**src/rtl/cardcmd_pkg.sv**
```systemverilog
package cardcmd_pkg;
  typedef enum logic [2:0] {RK_NONE, RK_R1, RK_R1B, RK_R2, RK_R3, RK_R6} rsp_kind_e;

  typedef struct packed {
    logic       dir;
    logic [1:0] cls;
    rsp_kind_e  kind;
    logic       init;
    logic [5:0] idx;
  } cmd_fields_t;

  localparam int A_CMD  = 0;
  localparam int A_ARGL = 1;
  localparam int A_ARGH = 2;
  localparam int A_CTRL = 3;
  localparam int A_STAT = 4;
  localparam int A_IE   = 5;
  localparam int A_CTO  = 6;
  localparam int A_RSP  = 8;

  localparam int CTRL_EN_BIT = 11;

  localparam int SB_DONE = 0;
  localparam int SB_STOP = 2;
  localparam int SB_RTO  = 7;
  localparam int SB_OCR  = 12;
  localparam int SB_CERR = 14;

  localparam logic [31:0] R1_ERRMASK = 32'hFDF9_0000;
  localparam logic [15:0] R6_ERRMASK = 16'hE008;
  localparam logic [5:0]  IDX_STOP   = 6'd12;
  localparam logic [1:0]  CLS_DATA   = 2'd3;
endpackage

```
**src/rtl/cardcmd_decode.sv**
```systemverilog
module cardcmd_decode
  import cardcmd_pkg::*;
(
  input  logic [15:0] word_i,
  output cmd_fields_t cmd_o
);
  always_comb begin
    cmd_o.idx  = word_i[5:0];
    cmd_o.init = word_i[7];
    cmd_o.cls  = word_i[13:12];
    cmd_o.dir  = word_i[15];
    case (word_i[10:8])
      3'd1:    cmd_o.kind = word_i[11] ? RK_R1B : RK_R1;
      3'd2:    cmd_o.kind = RK_R2;
      3'd3:    cmd_o.kind = RK_R3;
      3'd6:    cmd_o.kind = RK_R6;
      default: cmd_o.kind = RK_NONE;
    endcase
  end
endmodule

```
**src/rtl/cardcmd_rsp_eval.sv**
```systemverilog
module cardcmd_rsp_eval
  import cardcmd_pkg::*;
#(
  parameter int RSP_WORDS = 8,
  parameter int LEN_W     = $clog2(RSP_WORDS*2+1)
) (
  input  rsp_kind_e                  kind_i,
  input  logic [LEN_W-1:0]           len_i,
  input  logic [RSP_WORDS*16-1:0]    data_i,
  output logic                       short_o,
  output logic                       cerr_o,
  output logic                       ocr_busy_o,
  output logic [RSP_WORDS*16-1:0]    words_o
);
  localparam int NB   = RSP_WORDS*2;
  localparam int NEED = 4;

  logic [LEN_W-1:0] need;
  logic [31:0]      cstat;

  assign need       = (kind_i == RK_R2) ? LEN_W'(NB) : LEN_W'(NEED);
  assign cstat      = data_i[NB*8-1 -: 32];
  assign short_o    = (kind_i != RK_NONE) && (len_i < need);
  assign ocr_busy_o = (kind_i == RK_R3) && !cstat[31];

  always_comb begin
    case (kind_i)
      RK_R1, RK_R1B: cerr_o = |(cstat & R1_ERRMASK);
      RK_R6:         cerr_o = |(cstat[15:0] & R6_ERRMASK);
      default:       cerr_o = 1'b0;
    endcase
  end

  // Byte b keeps its place; bytes past the required length read as zero.
  for (genvar b = 0; b < NB; b++) begin : g_byte
    localparam int HI = NB*8-1-8*b;
    assign words_o[HI -: 8] = (LEN_W'(b) < need) ? data_i[HI -: 8] : 8'h00;
  end
endmodule

```
**src/rtl/cardcmd_seq.sv**
```systemverilog
module cardcmd_seq #(
  parameter int CTO_W = 8
) (
  input  logic             clk,
  input  logic             rst,
  input  logic             start_i,
  input  logic             no_rsp_i,
  input  logic [CTO_W-1:0] cto_i,
  input  logic             req_ready_i,
  input  logic             rsp_valid_i,
  output logic             req_valid_o,
  output logic             busy_o,
  output logic             fin_norsp_o,
  output logic             rsp_take_o,
  output logic             tmo_o
);
  typedef enum logic [1:0] {S_IDLE, S_REQ, S_WAIT} st_e;

  st_e              st;
  logic [CTO_W-1:0] cnt;
  logic             no_rsp_q;

  assign req_valid_o = (st == S_REQ);
  assign busy_o      = (st != S_IDLE);
  assign fin_norsp_o = (st == S_REQ) && req_ready_i && no_rsp_q;
  assign rsp_take_o  = (st == S_WAIT) && rsp_valid_i;
  assign tmo_o       = (st == S_WAIT) && !rsp_valid_i && (cnt == cto_i);

  always_ff @(posedge clk) begin
    if (rst) begin
      st       <= S_IDLE;
      cnt      <= '0;
      no_rsp_q <= 1'b0;
    end else begin
      case (st)
        S_IDLE: if (start_i) begin
          st       <= S_REQ;
          no_rsp_q <= no_rsp_i;
        end
        S_REQ: if (req_ready_i) begin
          st  <= no_rsp_q ? S_IDLE : S_WAIT;
          cnt <= '0;
        end
        S_WAIT: begin
          if (rsp_take_o || tmo_o) st <= S_IDLE;
          else                     cnt <= cnt + 1'b1;
        end
        default: st <= S_IDLE;
      endcase
    end
  end

  p_wait_exit_r7: assert property (@(posedge clk) disable iff (rst)
    (st == S_WAIT && rsp_valid_i) |=> (st == S_IDLE));
  p_noreq_idle_r2: assert property (@(posedge clk) disable iff (rst)
    (st == S_IDLE && !start_i) |=> (st == S_IDLE));
endmodule

```
**src/rtl/cardcmd_host.sv**
```systemverilog
module cardcmd_host
  import cardcmd_pkg::*;
#(
  parameter int RSP_WORDS = 8,
  parameter int CTO_W     = 8,
  parameter int ADDR_W    = 4,
  parameter int LEN_W     = $clog2(RSP_WORDS*2+1)
) (
  input  logic                    clk,
  input  logic                    rst,
  input  logic                    reg_wr_i,
  input  logic [ADDR_W-1:0]       reg_addr_i,
  input  logic [15:0]             reg_wdata_i,
  output logic [15:0]             reg_rdata_o,
  output logic                    cmd_req_valid_o,
  input  logic                    cmd_req_ready_i,
  output logic [5:0]              cmd_req_index_o,
  output logic [31:0]             cmd_req_arg_o,
  input  logic                    rsp_valid_i,
  input  logic [LEN_W-1:0]        rsp_len_i,
  input  logic [RSP_WORDS*16-1:0] rsp_data_i,
  output logic                    xfer_arm_o,
  output logic                    xfer_dir_o,
  output logic                    irq_o
);
  localparam int RIDX_W = $clog2(RSP_WORDS);

  logic [15:0]       last_cmd_q;
  logic [31:0]       arg_q;
  logic              en_q;
  logic [15:0]       status_q, status_n, st_set, st_clr;
  logic [14:0]       ie_q, ie_n;
  logic [CTO_W-1:0]  cto_q;
  logic [15:0]       rsp_q [RSP_WORDS];
  logic [5:0]        idx_q;
  rsp_kind_e         kind_q;

  cmd_fields_t       wcmd;
  logic              wr_cmd, accept, init0, start;
  logic              busy, fin_norsp, rsp_take, tmo;
  logic              rsp_short, rsp_cerr, rsp_ocr;
  logic [RSP_WORDS*16-1:0] rsp_words;
  logic [ADDR_W-1:0] roff;
  logic              in_rsp;

  cardcmd_decode u_dec (.word_i(reg_wdata_i), .cmd_o(wcmd));

  assign wr_cmd = reg_wr_i && (reg_addr_i == ADDR_W'(A_CMD));
  assign accept = wr_cmd && en_q && !busy;
  assign init0  = wcmd.init && (wcmd.idx == 6'd0);
  assign start  = accept && !init0;

  cardcmd_seq #(.CTO_W(CTO_W)) u_seq (
    .clk(clk), .rst(rst), .start_i(start), .no_rsp_i(wcmd.kind == RK_NONE),
    .cto_i(cto_q), .req_ready_i(cmd_req_ready_i), .rsp_valid_i(rsp_valid_i),
    .req_valid_o(cmd_req_valid_o), .busy_o(busy), .fin_norsp_o(fin_norsp),
    .rsp_take_o(rsp_take), .tmo_o(tmo)
  );

  cardcmd_rsp_eval #(.RSP_WORDS(RSP_WORDS), .LEN_W(LEN_W)) u_eval (
    .kind_i(kind_q), .len_i(rsp_len_i), .data_i(rsp_data_i),
    .short_o(rsp_short), .cerr_o(rsp_cerr), .ocr_busy_o(rsp_ocr), .words_o(rsp_words)
  );

  always_comb begin
    st_set = '0;
    if (accept && init0) st_set[SB_DONE] = 1'b1;
    if (fin_norsp) begin
      st_set[SB_DONE] = 1'b1;
      st_set[SB_STOP] = (idx_q == IDX_STOP);
    end
    if (rsp_take) begin
      if (rsp_short) st_set[SB_RTO] = 1'b1;
      else begin
        st_set[SB_DONE] = 1'b1;
        st_set[SB_STOP] = (idx_q == IDX_STOP);
        st_set[SB_CERR] = rsp_cerr;
        st_set[SB_OCR]  = rsp_ocr;
      end
    end
    if (tmo) st_set[SB_RTO] = 1'b1;
    st_clr   = (reg_wr_i && reg_addr_i == ADDR_W'(A_STAT)) ? reg_wdata_i : 16'h0000;
    status_n = (status_q & ~st_clr) | st_set;
    ie_n     = (reg_wr_i && reg_addr_i == ADDR_W'(A_IE)) ? reg_wdata_i[14:0] : ie_q;
  end

  always_ff @(posedge clk) begin
    if (rst) begin
      last_cmd_q      <= '0;
      arg_q           <= '0;
      en_q            <= 1'b0;
      status_q        <= '0;
      ie_q            <= '0;
      cto_q           <= '0;
      idx_q           <= '0;
      kind_q          <= RK_NONE;
      cmd_req_index_o <= '0;
      cmd_req_arg_o   <= '0;
      xfer_arm_o      <= 1'b0;
      xfer_dir_o      <= 1'b0;
      irq_o           <= 1'b0;
      for (int j = 0; j < RSP_WORDS; j++) rsp_q[j] <= '0;
    end else begin
      if (reg_wr_i) begin
        if (reg_addr_i == ADDR_W'(A_ARGL)) arg_q[15:0]  <= reg_wdata_i;
        if (reg_addr_i == ADDR_W'(A_ARGH)) arg_q[31:16] <= reg_wdata_i;
        if (reg_addr_i == ADDR_W'(A_CTRL)) en_q  <= reg_wdata_i[CTRL_EN_BIT];
        if (reg_addr_i == ADDR_W'(A_CTO))  cto_q <= reg_wdata_i[CTO_W-1:0];
      end
      if (accept) begin
        last_cmd_q <= reg_wdata_i;
        idx_q      <= wcmd.idx;
        kind_q     <= wcmd.kind;
        for (int j = 0; j < RSP_WORDS; j++) rsp_q[j] <= '0;
      end
      if (start) begin
        cmd_req_index_o <= wcmd.idx;
        cmd_req_arg_o   <= arg_q;
      end
      xfer_arm_o <= start && (wcmd.cls == CLS_DATA);
      if (start && wcmd.cls == CLS_DATA) xfer_dir_o <= wcmd.dir;
      if (rsp_take && !rsp_short)
        for (int j = 0; j < RSP_WORDS; j++) rsp_q[j] <= rsp_words[16*j +: 16];
      status_q <= status_n;
      ie_q     <= ie_n;
      irq_o    <= |(status_n & {1'b0, ie_n});
    end
  end

  assign roff   = reg_addr_i - ADDR_W'(A_RSP);
  assign in_rsp = (reg_addr_i >= ADDR_W'(A_RSP)) && (32'(roff) < RSP_WORDS);

  always_ff @(posedge clk) begin
    if (rst) reg_rdata_o <= '0;
    else if (in_rsp) reg_rdata_o <= rsp_q[roff[RIDX_W-1:0]];
    else begin
      case (32'(reg_addr_i))
        A_CMD:   reg_rdata_o <= last_cmd_q;
        A_ARGL:  reg_rdata_o <= arg_q[15:0];
        A_ARGH:  reg_rdata_o <= arg_q[31:16];
        A_CTRL:  reg_rdata_o <= {4'b0, en_q, 11'b0};
        A_STAT:  reg_rdata_o <= status_q;
        A_IE:    reg_rdata_o <= {1'b0, ie_q};
        A_CTO:   reg_rdata_o <= 16'(cto_q);
        default: reg_rdata_o <= 16'h0000;
      endcase
    end
  end

  p_cmd_ignored_r1: assert property (@(posedge clk) disable iff (rst)
    (wr_cmd && !en_q && !busy) |=> (!cmd_req_valid_o && $stable(last_cmd_q)));
  p_req_hold_r4: assert property (@(posedge clk) disable iff (rst)
    (cmd_req_valid_o && !cmd_req_ready_i) |=>
      (cmd_req_valid_o && $stable(cmd_req_index_o) && $stable(cmd_req_arg_o)));
  p_arm_pulse_r11: assert property (@(posedge clk) disable iff (rst)
    xfer_arm_o |=> !xfer_arm_o);
  p_busy_ignore_r14: assert property (@(posedge clk) disable iff (rst)
    (wr_cmd && busy) |=> $stable(last_cmd_q));
  p_short_flag_r6: assert property (@(posedge clk) disable iff (rst)
    (rsp_take && rsp_short) |=> status_q[SB_RTO]);
endmodule

```
**config.mk**
```make
export PLATFORM = sky130hd
export DESIGN_NAME = cardcmd_host
export DESIGN_NICKNAME = d
export VERILOG_FILES = /design/src/rtl/cardcmd_pkg.sv /design/src/rtl/cardcmd_decode.sv /design/src/rtl/cardcmd_rsp_eval.sv /design/src/rtl/cardcmd_seq.sv /design/src/rtl/cardcmd_host.sv
export SDC_FILE = /design/constraint.sdc
export NUM_CORES = 1
export LEC_CHECK = 0
export BUFFER_PORTS_ARGS = -buffer_cell sky130_fd_sc_hd__buf_2
export CAP_MARGIN = 20
export CORE_MARGIN = 8
export CORE_UTILIZATION = 56
export CTS_CLUSTER_SIZE = 24
export DETAILED_ROUTE_END_ITERATION = 8
export PLACE_DENSITY_LB_ADDON = 0.08
export SLEW_MARGIN = 20
export SYNTH_ARGS = -nofsm -noshare
export SYNTH_HDL_FRONTEND = slang
export SYNTH_SLANG_ARGS = --single-unit
```
**constraint.sdc**
```tcl
create_clock -name clk -period 4.6 [get_ports clk]
set_input_delay 0.69 -clock clk [delete_from_list [all_inputs] [get_ports clk]]
set_output_delay 0.69 -clock clk [all_outputs]
set_load 0.01 [all_outputs]
```
## Yosys cells after proc, flatten, opt, wreduce, memory -nomap -nowiden

Memory sizes are Yosys's and may differ from the RTL's.
Cells that the tools add are included.

- Add/sub/neg operators: 2
- Order comparisons: 19
- Eq/ne operators: 24
- Mux-type cells: 70
- Bitwise gates (word level): 20
- Reduce and logical (&&, ||, !) cells: 42

Operator list:

| operator | number |
|---|---|
| two-way mux 16 bit | 18 |
| two-way mux 8 bit | 18 |
| one-hot mux 16 bit (7 select lines) | 1 |
| less-than comparator 4 x 5 -> 1 bit (first input constant) | 8 |
| two-way mux 1 bit | 22 |
| less-than comparator 3 x 5 -> 1 bit (first input constant) | 4 |
| logical AND 1 bit | 18 |
| bitwise AND 16 x 15 -> 16 bit | 1 |
| bitwise AND 16 bit | 1 |
| inverter 16 bit | 1 |
| bitwise OR 1 bit | 16 |
| bitwise OR 16 x 15 -> 16 bit | 1 |
| one-hot mux 8 bit (2 select lines) | 1 |
| OR reduction 16 bit | 1 |
| two-way mux 15 bit | 1 |
| OR reduction 13 bit | 1 |
| equality test 3 x 2 -> 1 bit (second input constant) | 4 |
| equality test 4 x 3 -> 1 bit (second input constant) | 3 |
| one-hot mux 3 bit (4 select lines) | 1 |
| less-than comparator 1 x 5 -> 1 bit (first input constant) | 2 |
| less-than comparator 2 x 5 -> 1 bit (first input constant) | 2 |
| two-way mux 2 bit | 5 |
| AND reduction 2 bit | 5 |
| equality test 3 bit (second input constant) | 3 |
| 28 further kinds | 39 |

- Register bits: 165
- Memory bits (writable): 128
- Input bits: 158
- Logic and storage cells: 196
- Memories: 1

Memory list:

| name | words | width | read ports | clocked after memory_dff | write ports | line | text |
|---|---|---|---|---|---|---|---|
| rsp_q | 8 | 16 | 1 | 0 | 8 | cardcmd_host.sv:34 | `logic [15:0] rsp_q [RSP_WORDS];` |

## Logic depth before layout (Yosys ltp)

Gate-level depths: netlist (run 1).

- Depth in word-level cells: 12
- Mapped depth: 11
- Depth with buffers taken out: 8

## Cells and area by module

A second synthesis (run 1) with hierarchy kept.

- Cell total of the unflattened synthesis: 1,371
- Area, all modules: 13,710.6 µm²

Modules (own cells, without submodules):

| module | times used | cells each | area each (µm²) | seq. area each (µm²) |
|---|---|---|---|---|
| cardcmd_host | 1 | 1,126 | 11,875.1 | 6,766.5 |
| cardcmd_rsp_eval | 1 | 157 | 1,098.6 | 0.0 |
| cardcmd_seq | 1 | 71 | 611.8 | 220.2 |
| cardcmd_decode | 1 | 17 | 125.1 | 0.0 |

## Worst setup path after synthesis (run 1)

Ideal clock, no wire load.

- Path type: input -> register
- Start: input rsp_len_i[4]
- End: memory rsp_q[1][0] (enable)
- Library setup time: 0.586 ns
- Data arrival time: 2.827 ns
- Data required time: 4.014 ns
- Slack: 1.187 ns
- Stages: 7
- Buffers on the path: 1
- Cells stage by stage: ha_1 -> nand4b_1 -> nand4b_2 -> nor2b_1 -> nor2_1 -> buf_2 -> nand2_1

RTL lines:

| item | line | text |
|---|---|---|
| from (decl) | cardcmd_host.sv:20 | `input logic [LEN_W-1:0] rsp_len_i,` |
| to (decl) | cardcmd_host.sv:34 |  |

==> results.json, run 1 <==
{
  "crit_arrival_ns": 3.47,
  "synth_async_sr_flop_share": 0,
  "fin_nets": 1473,
  "synth_common_cells": "202 x nand2_1, 175 x dfxtp_1, 114 x and2_1",
  "yosys.cell_count.top_type": "nand2_1",
  "rsz0062_at_grt": "false",
  "yosysTopAreaCellShare": 0.286,
  "n_antenna_cell": 0,
  "crit_path_max_fanout": 96,
  "reg2reg_depth": 9,
  "whs_path_depth": 3,
  "die_area_um2": 26800,
  "tightest_slew_ns": 0.964,
  "final.setup_skew_ns": 0.00847,
  "synth.area.top_cells": "dfxtp_1 29%, edfxtp_1 27%, nand2_1 6.2%",
  "critical_path.reg2reg.startpoint": "kind_q[0]$_SDFFE_PP0P_",
  "worst_hold_path.endpoint": "rsp_q[0][15]$_SDFFE_PP0P_",
  "place_hpwl_um": 22600,
  "antenna_found_initial": 0,
  "clock_latency_ns": 0.54,
  "grt_pass1_wl_um": 50800,
  "gp_congestion": 0.904,
  "ys_ff_latch": 287,
  "endpoint_kind": "flip-flop",
  "syn_to_final_growth_pct": 18.1,
  "clkTransAtPathRegs_ns": 0.06,
  "fill_cells": 1767,
  "track_usage": 0.240,
  "core_area_um2": 21600,
  "period_share": 0.653,
  "drive_gt1_frac": 0.261,
  "post_cts_buffers": 0,
  "slowest_delay_ns": 0.78,
  "dr.pass1.iters": 6,
  "portBuffers": 213,
  "ant_nets": 0,
  "cts_max_level": 1,
  "hold_violations": 0,
  "yosys_warnings": 0,
  "slew_headroom": 0.357,
  "drtIter0Drc": 786,
  "reg2reg_to": "rsp_q[0][10]$_SDFFE_PP0P_",
  "cts_tree": "done",
  "fp.dieW_um": 164,
  "power_leakage_nw": 5.77,
  "critical-path-top-delay-family": "simple AND/OR/NAND/NOR gates",
  "cts.sinks": 287,
  "cts_resized": 0,
  "root_buffer": "clkbuf_16",
  "rows": 54,
  "cts_buffers": 30,
  "grt_pass1_vias": 9452,
  "vias_per_cell": 5.73,
  "yosysTopAreaCell": "dfxtp_1",
  "crit_required_ns": 5.07,
  "grt_start_max_net_pins": 97,
  "status": "finished clean",
  "syn_area_um2": 12200,
  "fmax_mhz": 333,
  "start_util": 0.566,
  "finalSetupViolations": 0,
  "min_from": "rsp_data_i[15]",
  "final-seq-area_um2": 6870,
  "timing.max_cap.violations": 0,
  "p_total_mw": 5.53,
  "grt_overflow": 0,
  "wl_um": 32700,
  "die_h_um": 164,
  "synth_edf_count": 112,
  "crit_type": "flip-flop to flip-flop",
  "synth_fp_nets": 1296,
  "start_kind": "flip-flop",
  "synthFlopType": "dfxtp_1",
  "synth_seq_area_share": 0.561,
  "cp_num_buf_inv": 1,
  "clock_path_buffers": 3,
  "wl_per_cell_um": 20.2,
  "io_pins": 216,
  "synthDistinctLibCells": 67,
  "syn_area_per_cell_um2": 10.8,
  "num_vias": 9261,
  "p_per_area_nw_per_um2": 383,
  "ir_drop_mv": 0.271,
  "worstHoldPathType": "input pin to flip-flop",
  "syn-instance-count": 1136,
  "crit_chain": "nand3b_1 -> ha_1 -> nand4b_1 -> nand4b_2 -> nor3b_4 -> buf_4 -> and2b_4 -> a22oi_1 -> nor2_1",
  "drv_slew": 0,
  "post-route-min-period_ns": 3.00,
  "drc": 0,
  "whs_ns": 0.391,
  "multi_input_area_um2": 4960,
  "ctsHoldBuffers": 0,
  "rrSetupSlack_ns": 1.60,
  "slowest_stage": "and2b_4",
  "fin_tns_setup_ns": 0
}
kinds of logic after synthesis:
| kind of cell | Yosys count | share of synthesized area |
|---|---|---|
| mux | 76 | 0.0963 |
| buf+inv | 88 | 0.0339 |
| fa+ha+maj | 2 | 0.00204 |
| compound gates | 204 | 0.109 |
| flops | 287 | 0.561 |
| simple gates | 462 | 0.186 |
| xor+xnor | 17 | 0.0122 |
where the power goes:
part	switching (mW)	total, mW	leakage, nW	internal (mW)
clock network	0.974	2.53	0.539	1.55
logic	0.183	0.307	2.66	0.124
registers	0.0169	2.70	2.57	2.68
total	1.17	5.53	5.77	4.36
cells in the final DEF (no fill, tap or decap), types with 6 or more instances in the layout:
master / netlist / layout
mux4_2: 32 / 32
a22oi_1: 40 / 40
nor3_1: 10 / 10
nand2_1: 202 / 201
clkbuf_8: 0 / 9
buf_2: 20 / 212
xor2_1: 15 / 15
mux2i_1: 30 / 30
nor2_1: 71 / 71
nor4_1: 6 / 6
edfxtp_1: 112 / 112
clkbuf_16: 0 / 33
a222oi_1: 6 / 6
a31oi_1: 16 / 16
nand3_1: 18 / 18
mux2_2: 14 / 14
a21oi_1: 93 / 93
buf_4: 6 / 18
and2_1: 114 / 114
dfxtp_1: 175 / 175
and3_1: 7 / 7
a221oi_1: 8 / 8
clkinv_2: 0 / 7
cell type report:
class	count	share of cell area
sequential	287	0.475
multi-input combinational	761	0.343
timing repair buffer	230	0.0828
clock buffer	46	0.0668
tap	280	0.0242
clock inverter	10	0.00718
inverter	3	0.000779
per-stage QoR:
step / util / setup slack [ns] / instance area [um2] / instances
finish: 0.669 / 1.60 / 14500 / 1617
global route: 0.669 / 1.35 / 14500 / 1617
global placement: 0.619 / 1.31 / 13400 / 1561
CTS: 0.669 / 1.58 / 14500 / 1617
floorplan: - / 1.19 / 12200 / 1136
detailed placement: 0.619 / 1.25 / 13400 / 1561
sequential cells by signal (all words and copies together), names as in the netlist:
signal / count
en_q: 1
irq_o: 1
status_q: 16
cto_q: 8
kind_q: 3
reg_rdata_o: 16
u_seq.cnt: 8
xfer_arm_o: 1
xfer_dir_o: 1
u_seq.no_rsp_q: 1
u_seq.st: 2
cmd_req_index_o: 6
rsp_q: 128
arg_q: 32
last_cmd_q: 16
ie_q: 15
cmd_req_arg_o: 32
worst max-delay path by stage:
stage                                            to  cells after the start              startpoint
after detailed placement           irq_o$_SDFF_PP0_                      7           reg_addr_i[2]
final                     rsp_q[0][10]$_SDFFE_PP0P_                      9  kind_q[0]$_SDFFE_PP0P_
after CTS                  rsp_q[0][6]$_SDFFE_PP0P_                      9  kind_q[0]$_SDFFE_PP0P_
after global placement             irq_o$_SDFF_PP0_                      7           reg_addr_i[2]
after global routing      rsp_q[0][10]$_SDFFE_PP0P_                      9  kind_q[0]$_SDFFE_PP0P_
after floorplan           rsp_q[1][0]$_SDFFCE_PP0P_                      7            rsp_len_i[4]
worst register-to-register path, stage by stage, from the launching register on:
cell and delay (ns):
dfxtp_1 0.46, nand3b_1 0.14, ha_1 0.31, nand4b_1 0.14
nand4b_2 0.17, nor3b_4 0.19, buf_4 0.30, and2b_4 0.78
a22oi_1 0.27, nor2_1 0.17
metal layers:
metal,routed length [um],global-route usage,up-vias,part of all wire
met5,0,0,-,0
met4,1190,0.0967,0,0.036
met3,2400,0.0431,74,0.073
met2,16000,0.404,395,0.49
met1,13100,0.304,4401,0.40
li1,-,-,4391,-
Note: power is estimated with default switching activity, not from simulation.
==> inputs of run 2 (changes only) <==
--- a/config.mk
+++ b/config.mk
@@ -5,10 +5,11 @@
 export SDC_FILE = /design/constraint.sdc
 export NUM_CORES = 1
 export LEC_CHECK = 0
+export ABC_AREA = 1
 export BUFFER_PORTS_ARGS = -buffer_cell sky130_fd_sc_hd__buf_2
 export CAP_MARGIN = 20
 export CORE_MARGIN = 8
-export CORE_UTILIZATION = 56
+export CORE_UTILIZATION = 51
 export CTS_CLUSTER_SIZE = 24
 export DETAILED_ROUTE_END_ITERATION = 8
 export PLACE_DENSITY_LB_ADDON = 0.08
==> constraint.sdc (replaced) <==
create_clock -name clk -period 2.7 [get_ports clk]
set_input_delay 0.405 -clock clk [delete_from_list [all_inputs] [get_ports clk]]
set_output_delay 0.405 -clock clk [all_outputs]
set_load 0.01 [all_outputs]
==> run 2 against run 1 <==
Wire length is 9.2% higher. Highest routed layer unchanged. Core utilization is 5.4 points lower. Register-to-register slack worse by 1.2 ns. Sequential share of layout area is 1.0 points lower. Flip-flop and latch count stayed put. First-iteration DRC count is 13% higher. Cell count is 25% higher. Count of clock-buffer cells in the layout is 3 lower. Largest power group unchanged. Combinational power is 90% higher. Fmax is 33% higher.
==> results.json, run 2 <==
{
  "fin_nets": 1833,
  "synth_edf_count": 112,
  "finalSetupViolations": 0,
  "synth.area.top_cells": "dfxtp_1 28%, edfxtp_1 27%, inv_1 6.4%",
  "die_h_um": 172,
  "synthFlopType": "dfxtp_1",
  "cts.sinks": 287,
  "post_dp_cell_area_um2": 13700,
  "largest_reg_flops": 128,
  "drv_slew": 0,
  "rrSetupSlack_ns": 0.43,
  "rsz0062_at_grt": "false",
  "cts_buffers": 31,
  "reg_top3": "rsp_q: 128 flops, arg_q: 32 flops, cmd_req_arg_o: 32 flops",
  "final.setup_skew_ns": 0.0192,
  "critical_path.reg2reg.startpoint": "kind_q[2]$_SDFFE_PP0P_",
  "place_hpwl_um": 25600,
  "final_common_cell": "buf_2",
  "endpoint_kind": "flip-flop",
  "timing.max_cap.violations": 0,
  "die_area_um2": 29400,
  "ctsHoldBuffers": 0,
  "fp.dieW_um": 172,
  "drive_gt1_frac": 0.189,
  "track_usage": 0.239,
  "reg2reg_depth": 12,
  "endpoint": "rsp_q[4][15]$_SDFFCE_PP0P_",
  "whs_ns": 0.0976,
  "placed_cells": 1964,
  "crit_path_max_fanout": 39,
  "tightest_slew_ns": 0.719,
  "start_util": 0.514,
  "post_cts_buffers": 0,
  "root_buffer": "clkbuf_16",
  "fin_tns_setup_ns": 0,
  "status": "finished clean",
  "wl_per_cell_um": 17.7,
  "syn_to_final_growth_pct": 19.6,
  "ant_nets": 0,
  "synth_common_cells": "210 x inv_1, 209 x nand2_1, 189 x nor2_1",
  "crit_arrival_ns": 2.56,
  "final_cell_area_um2": 14800,
  "reg2reg_to": "rsp_q[4][15]$_SDFFCE_PP0P_",
  "post-route-min-period_ns": 2.27,
  "crit_type": "flip-flop to flip-flop",
  "grt_overflow": 0,
  "cts_resized": 0,
  "gp_congestion": 0.863,
  "ys_ff_latch": 287,
  "start_kind": "flip-flop",
  "synth_fp_nets": 1633,
  "dr.pass1.iters": 5,
  "cts_max_level": 1,
  "p_total_mw": 9.40,
  "synth_seq_area_share": 0.556,
  "grt_start_max_net_pins": 65,
  "synth_async_sr_flop_share": 0,
  "io_pins": 216,
  "syn_area_um2": 12300,
  "yosysTopAreaCellShare": 0.284,
  "setup_ws_ns": 0.433,
  "num_vias": 10633,
  "syn-instance-count": 1473,
  "synthDistinctLibCells": 39,
  "grt_pass1_vias": 10178,
  "drtIter0Drc": 890,
  "yosys.cell_count.top_type": "inv_1",
  "utilization": 0.614,
  "instances_no_fill": 2022,
  "hold_violations": 0,
  "slew_headroom": 0.521,
  "syn_area_per_cell_um2": 8.38,
  "cp-startpoint": "kind_q[2]$_SDFFE_PP0P_",
  "most-common-layout-cells": "213 x buf_2, 210 x inv_1, 208 x nand2_1, 188 x nor2_1, 175 x dfxtp_1",
  "p_per_area_nw_per_um2": 637,
  "core_area_um2": 24000,
  "fmax_mhz": 441,
  "drc": 0,
  "dp_slack_ns": 0.420,
  "largest-register": "rsp_q",
  "antenna_found_initial": 1,
  "grt_pass1_wl_um": 55300,
  "ir_drop_mv": 0.468,
  "rows": 57,
  "yosysTopAreaCell": "dfxtp_1",
  "min_from": "rsp_data_i[15]",
  "clkTransAtPathRegs_ns": 0.06,
  "cts_tree": "done",
  "worstHoldPathType": "input pin to flip-flop",
  "vias_per_cell": 5.26,
  "clock_latency_ns": 0.56,
  "clock_path_buffers": 3,
  "power_leakage_nw": 6.44,
  "wl_um": 35700,
  "crit_required_ns": 2.99,
  "yosys_warnings": 0,
  "portBuffers": 213,
  "period_share": 0.840
}
[run 2: cell count changes after synthesis, sizes merged, moves of 30 or more]
cell	previous run	this run
nand3	18	83
mux2i	30	0
nand4	2	45
nor2	74	196
a21oi	94	150
and2	114	0
inv	3	215
mux4	32	0
o21ai	5	113
[run 2: how the worst min path moves through the flow]
stage                                      to  slack [ns]  cells past startpoint
global route         rsp_q[0][3]$_SDFFE_PP0P_        0.10                      3
floorplan            u_seq.st[1]$_SDFFE_PP0P_        0.43                      1
detailed placement    xfer_dir_o$_SDFFE_PP0P_        0.43                      2
global placement      xfer_dir_o$_SDFFE_PP0P_        0.43                      2
finish              rsp_q[0][15]$_SDFFE_PP0P_         0.1                      3
CTS                 rsp_q[0][15]$_SDFFE_PP0P_        0.09                      3
[run 2: layer usage]
| layer | global-route usage | routed length [um] | up-vias |
|---|---|---|---|
| li1 | - | - | 5288 |
| met1 | 0.318 | 15200 | 4894 |
| met2 | 0.397 | 17000 | 390 |
| met3 | 0.0392 | 2580 | 61 |
| met4 | 0.0669 | 935 | 0 |
| met5 | 0 | 0 | - |
[run 2: kinds of logic (layout without fill, tap and decap cells)]
kind of cell,after synthesis,in the layout,share of synthesized area
AOI/OAI and AO/OA,340,340,0.153
other,0,1,0
xor gates and xnor gates,4,4,0.00284
DFF,287,287,0.556
buffers and inverters,299,523,0.0968
adders and majority gates,2,2,0.00203
and+or+nand+nor,541,541,0.189
[run 2: cell type report]
class	instances	area, um2
Fill cell	2208	9270
Inverter	217	817
Timing Repair Buffer	249	1370
Tap cell	324	405
Antenna cell	1	2.50
Multi-Input combinational cell	887	4290
Sequential cell	287	6870
Clock inverter	14	173
Clock buffer	43	841
[run 2: worst max-delay path: stages (launching register included)]
cell and delay, ns:
dfxtp_1 0.32, inv_1 0.12, nand3_2 0.13, ha_1 0.29, nand2_1 0.09, nand2_1 0.05, nand2_1 0.21, nor2_1 0.09
inv_2 0.08, nor2_4 0.04, inv_2 0.25, buf_12 0.25, nor2_1 0.07
[run 2: report_power, final]
part	total, mW	internal (mW)	switching, mW
sequential	4.61	4.58	0.0275
combinational	0.584	0.194	0.390
clock	4.21	2.47	1.74
==> inputs of run 3 (changes only) <==
--- a/config.mk
+++ b/config.mk
@@ -9,7 +9,7 @@
 export BUFFER_PORTS_ARGS = -buffer_cell sky130_fd_sc_hd__buf_2
 export CAP_MARGIN = 20
 export CORE_MARGIN = 8
-export CORE_UTILIZATION = 51
+export CORE_UTILIZATION = 56
 export CTS_CLUSTER_SIZE = 24
 export DETAILED_ROUTE_END_ITERATION = 8
 export PLACE_DENSITY_LB_ADDON = 0.08
==> constraint.sdc (replaced) <==
create_clock -name clk -period 2.1 [get_ports clk]
set_input_delay 0.315 -clock clk [delete_from_list [all_inputs] [get_ports clk]]
set_output_delay 0.315 -clock clk [all_outputs]
set_load 0.01 [all_outputs]
==> run 3 against run 2 <==
Critical path depth down 2. Register-to-register slack got worse by 0.29 ns. Global-route usage grew 2.3 points. Via count up 3.6%. Critical path type unchanged. Critical endpoint is now rsp_q[2][11]$_SDFFCE_PP0P_. Highest routed layer unchanged.
==> results.json, run 3 (synthesis gave the netlist of run 2 again) <==
{
  "largest-register": "rsp_q",
  "crit_type": "flip-flop to flip-flop",
  "reg_top3": "rsp_q: 128 flops, arg_q: 32 flops, cmd_req_arg_o: 32 flops",
  "die_h_um": 164,
  "post-route-min-period_ns": 1.96,
  "cp_num_buf_inv": 3,
  "power_leakage_nw": 6.62,
  "fill_cells": 1844,
  "dp_slack_ns": 0.0354,
  "die_area_um2": 27000,
  "setup_ws_ns": 0.140,
  "core_area_um2": 21800,
  "crit_required_ns": 2.34,
  "most-common-layout-cells": "213 x buf_2, 210 x inv_1, 205 x nand2_1, 188 x nor2_1, 175 x dfxtp_1",
  "clock_path_buffers": 3,
  "grt_overflow": 0,
  "start_util": 0.567,
  "antenna_found_initial": 1,
  "ant_nets": 0,
  "cts_tree": "done",
  "drc": 0,
  "dr.pass1.iters": 5,
  "crit_arrival_ns": 2.20,
  "finalSetupViolations": 0,
  "wl_per_cell_um": 18.2,
  "critical-path-top-delay-family": "simple AND/OR/NAND/NOR gates",
  "rsz0062_at_grt": "false",
  "p_total_mw": 12.2,
  "cts.sinks": 287,
  "place_hpwl_um": 25700,
  "track_usage": 0.261,
  "clock_latency_ns": 0.56,
  "fin_tns_setup_ns": 0,
  "placed_cells": 1938,
  "drv_slew": 0,
  "slowest_delay_ns": 0.32,
  "status": "finished clean",
  "portBuffers": 213,
  "timing.max_cap.violations": 0,
  "grt_pass1_vias": 10819,
  "final_cell_area_um2": 15100,
  "worstHoldPathType": "input pin to flip-flop",
  "vias_per_cell": 5.52,
  "p_per_area_nw_per_um2": 812,
  "tightest_slew_ns": 0.564,
  "whs_path_depth": 3,
  "final_common_cell": "buf_2",
  "clkTransAtPathRegs_ns": 0.07,
  "ir_drop_mv": 0.709,
  "io_pins": 216,
  "slew_headroom": 0.624,
  "cts_buffers": 30,
  "drtIter0Drc": 1107,
  "fmax_mhz": 510,
  "slowest_stage": "dfxtp_1",
  "cts_max_level": 1,
  "reg2reg_depth": 10,
  "num_vias": 11020,
  "hold_violations": 0,
  "instances_no_fill": 1998,
  "gp_congestion": 0.888,
  "final.setup_skew_ns": 0.0210,
  "endpoint_kind": "flip-flop",
  "crit_chain": "inv_1 -> nand3_4 -> ha_1 -> nand2_1 -> nand2_1 -> nand2_2 -> inv_1 -> nor2_2 -> buf_12 -> nand2_4",
  "grt_pass1_wl_um": 55900,
  "drive_gt1_frac": 0.201,
  "fp.dieW_um": 164,
  "whs_ns": 0.0102,
  "rows": 54,
  "root_buffer": "clkbuf_16",
  "crit_path_max_fanout": 24,
  "utilization": 0.692,
  "wl_um": 36300,
  "period_share": 0.934,
  "largest_reg_flops": 128,
  "post_dp_cell_area_um2": 13900,
  "syn_to_final_growth_pct": 22.0,
  "start_kind": "flip-flop",
  "grt_start_max_net_pins": 65,
  "path_depth": 10,
  "fin_nets": 1854
}
[run 3: cell type report]
class,instances,area (um2),area share
multi-input combinational,888,4350,0.289
inverter,217,817,0.0543
timing repair buffer,270,1640,0.109
clock inverter,12,143,0.00947
sequential,287,6870,0.456
clock buffer,42,888,0.0590
antenna,2,5.00,0.000332
tap,280,350,0.0233
[run 3: final timing paths]
| path | start | endpoint | slack (ns) |
|---|---|---|---|
| max | kind_q[2]$_SDFFE_PP0P_ | rsp_q[2][11]$_SDFFCE_PP0P_ | 0.14 |
| min | rsp_data_i[3] | rsp_q[0][3]$_SDFFE_PP0P_ | 0.01 |
| max reg2reg | kind_q[2]$_SDFFE_PP0P_ | rsp_q[2][11]$_SDFFCE_PP0P_ | 0.14 |
| min reg2reg | xfer_dir_o$_SDFFE_PP0P_ | xfer_dir_o$_SDFFE_PP0P_ | 0.44 |
[run 3: worst register-to-register path: cells and delay by family (launching register included)]
| kind | cells | cell delay [ns] |
|---|---|---|
| AND/OR/NAND/NOR | 6 | 0.69 |
| adder cells (fa/ha/maj) | 1 | 0.29 |
| buffers and inverters | 3 | 0.34 |
| flip-flops | 1 | 0.32 |
[run 3: power breakdown]
| part | internal, mW | total [mW] | switching (mW) |
|---|---|---|---|
| Combinational | 0.281 | 0.806 | 0.525 |
| Clock | 3.31 | 5.50 | 2.19 |
| Sequential | 5.89 | 5.92 | 0.0367 |
[run 3: routing by layer]
metal	share of wire	vias to the layer above	track usage
met5	0	-	0
met4	0.040	0	0.103
met3	0.095	91	0.0449
met2	0.47	575	0.435
met1	0.39	5026	0.335
li1	-	5328	-
[run 3: repair_timing]
action                                 in CTS  in global routing
resized for setup                           0                  8
setup buffers                               0                  0
endpoints found under the hold margin       3                  0
setup endpoints to repair                   0                211
hold buffers                                3                  0
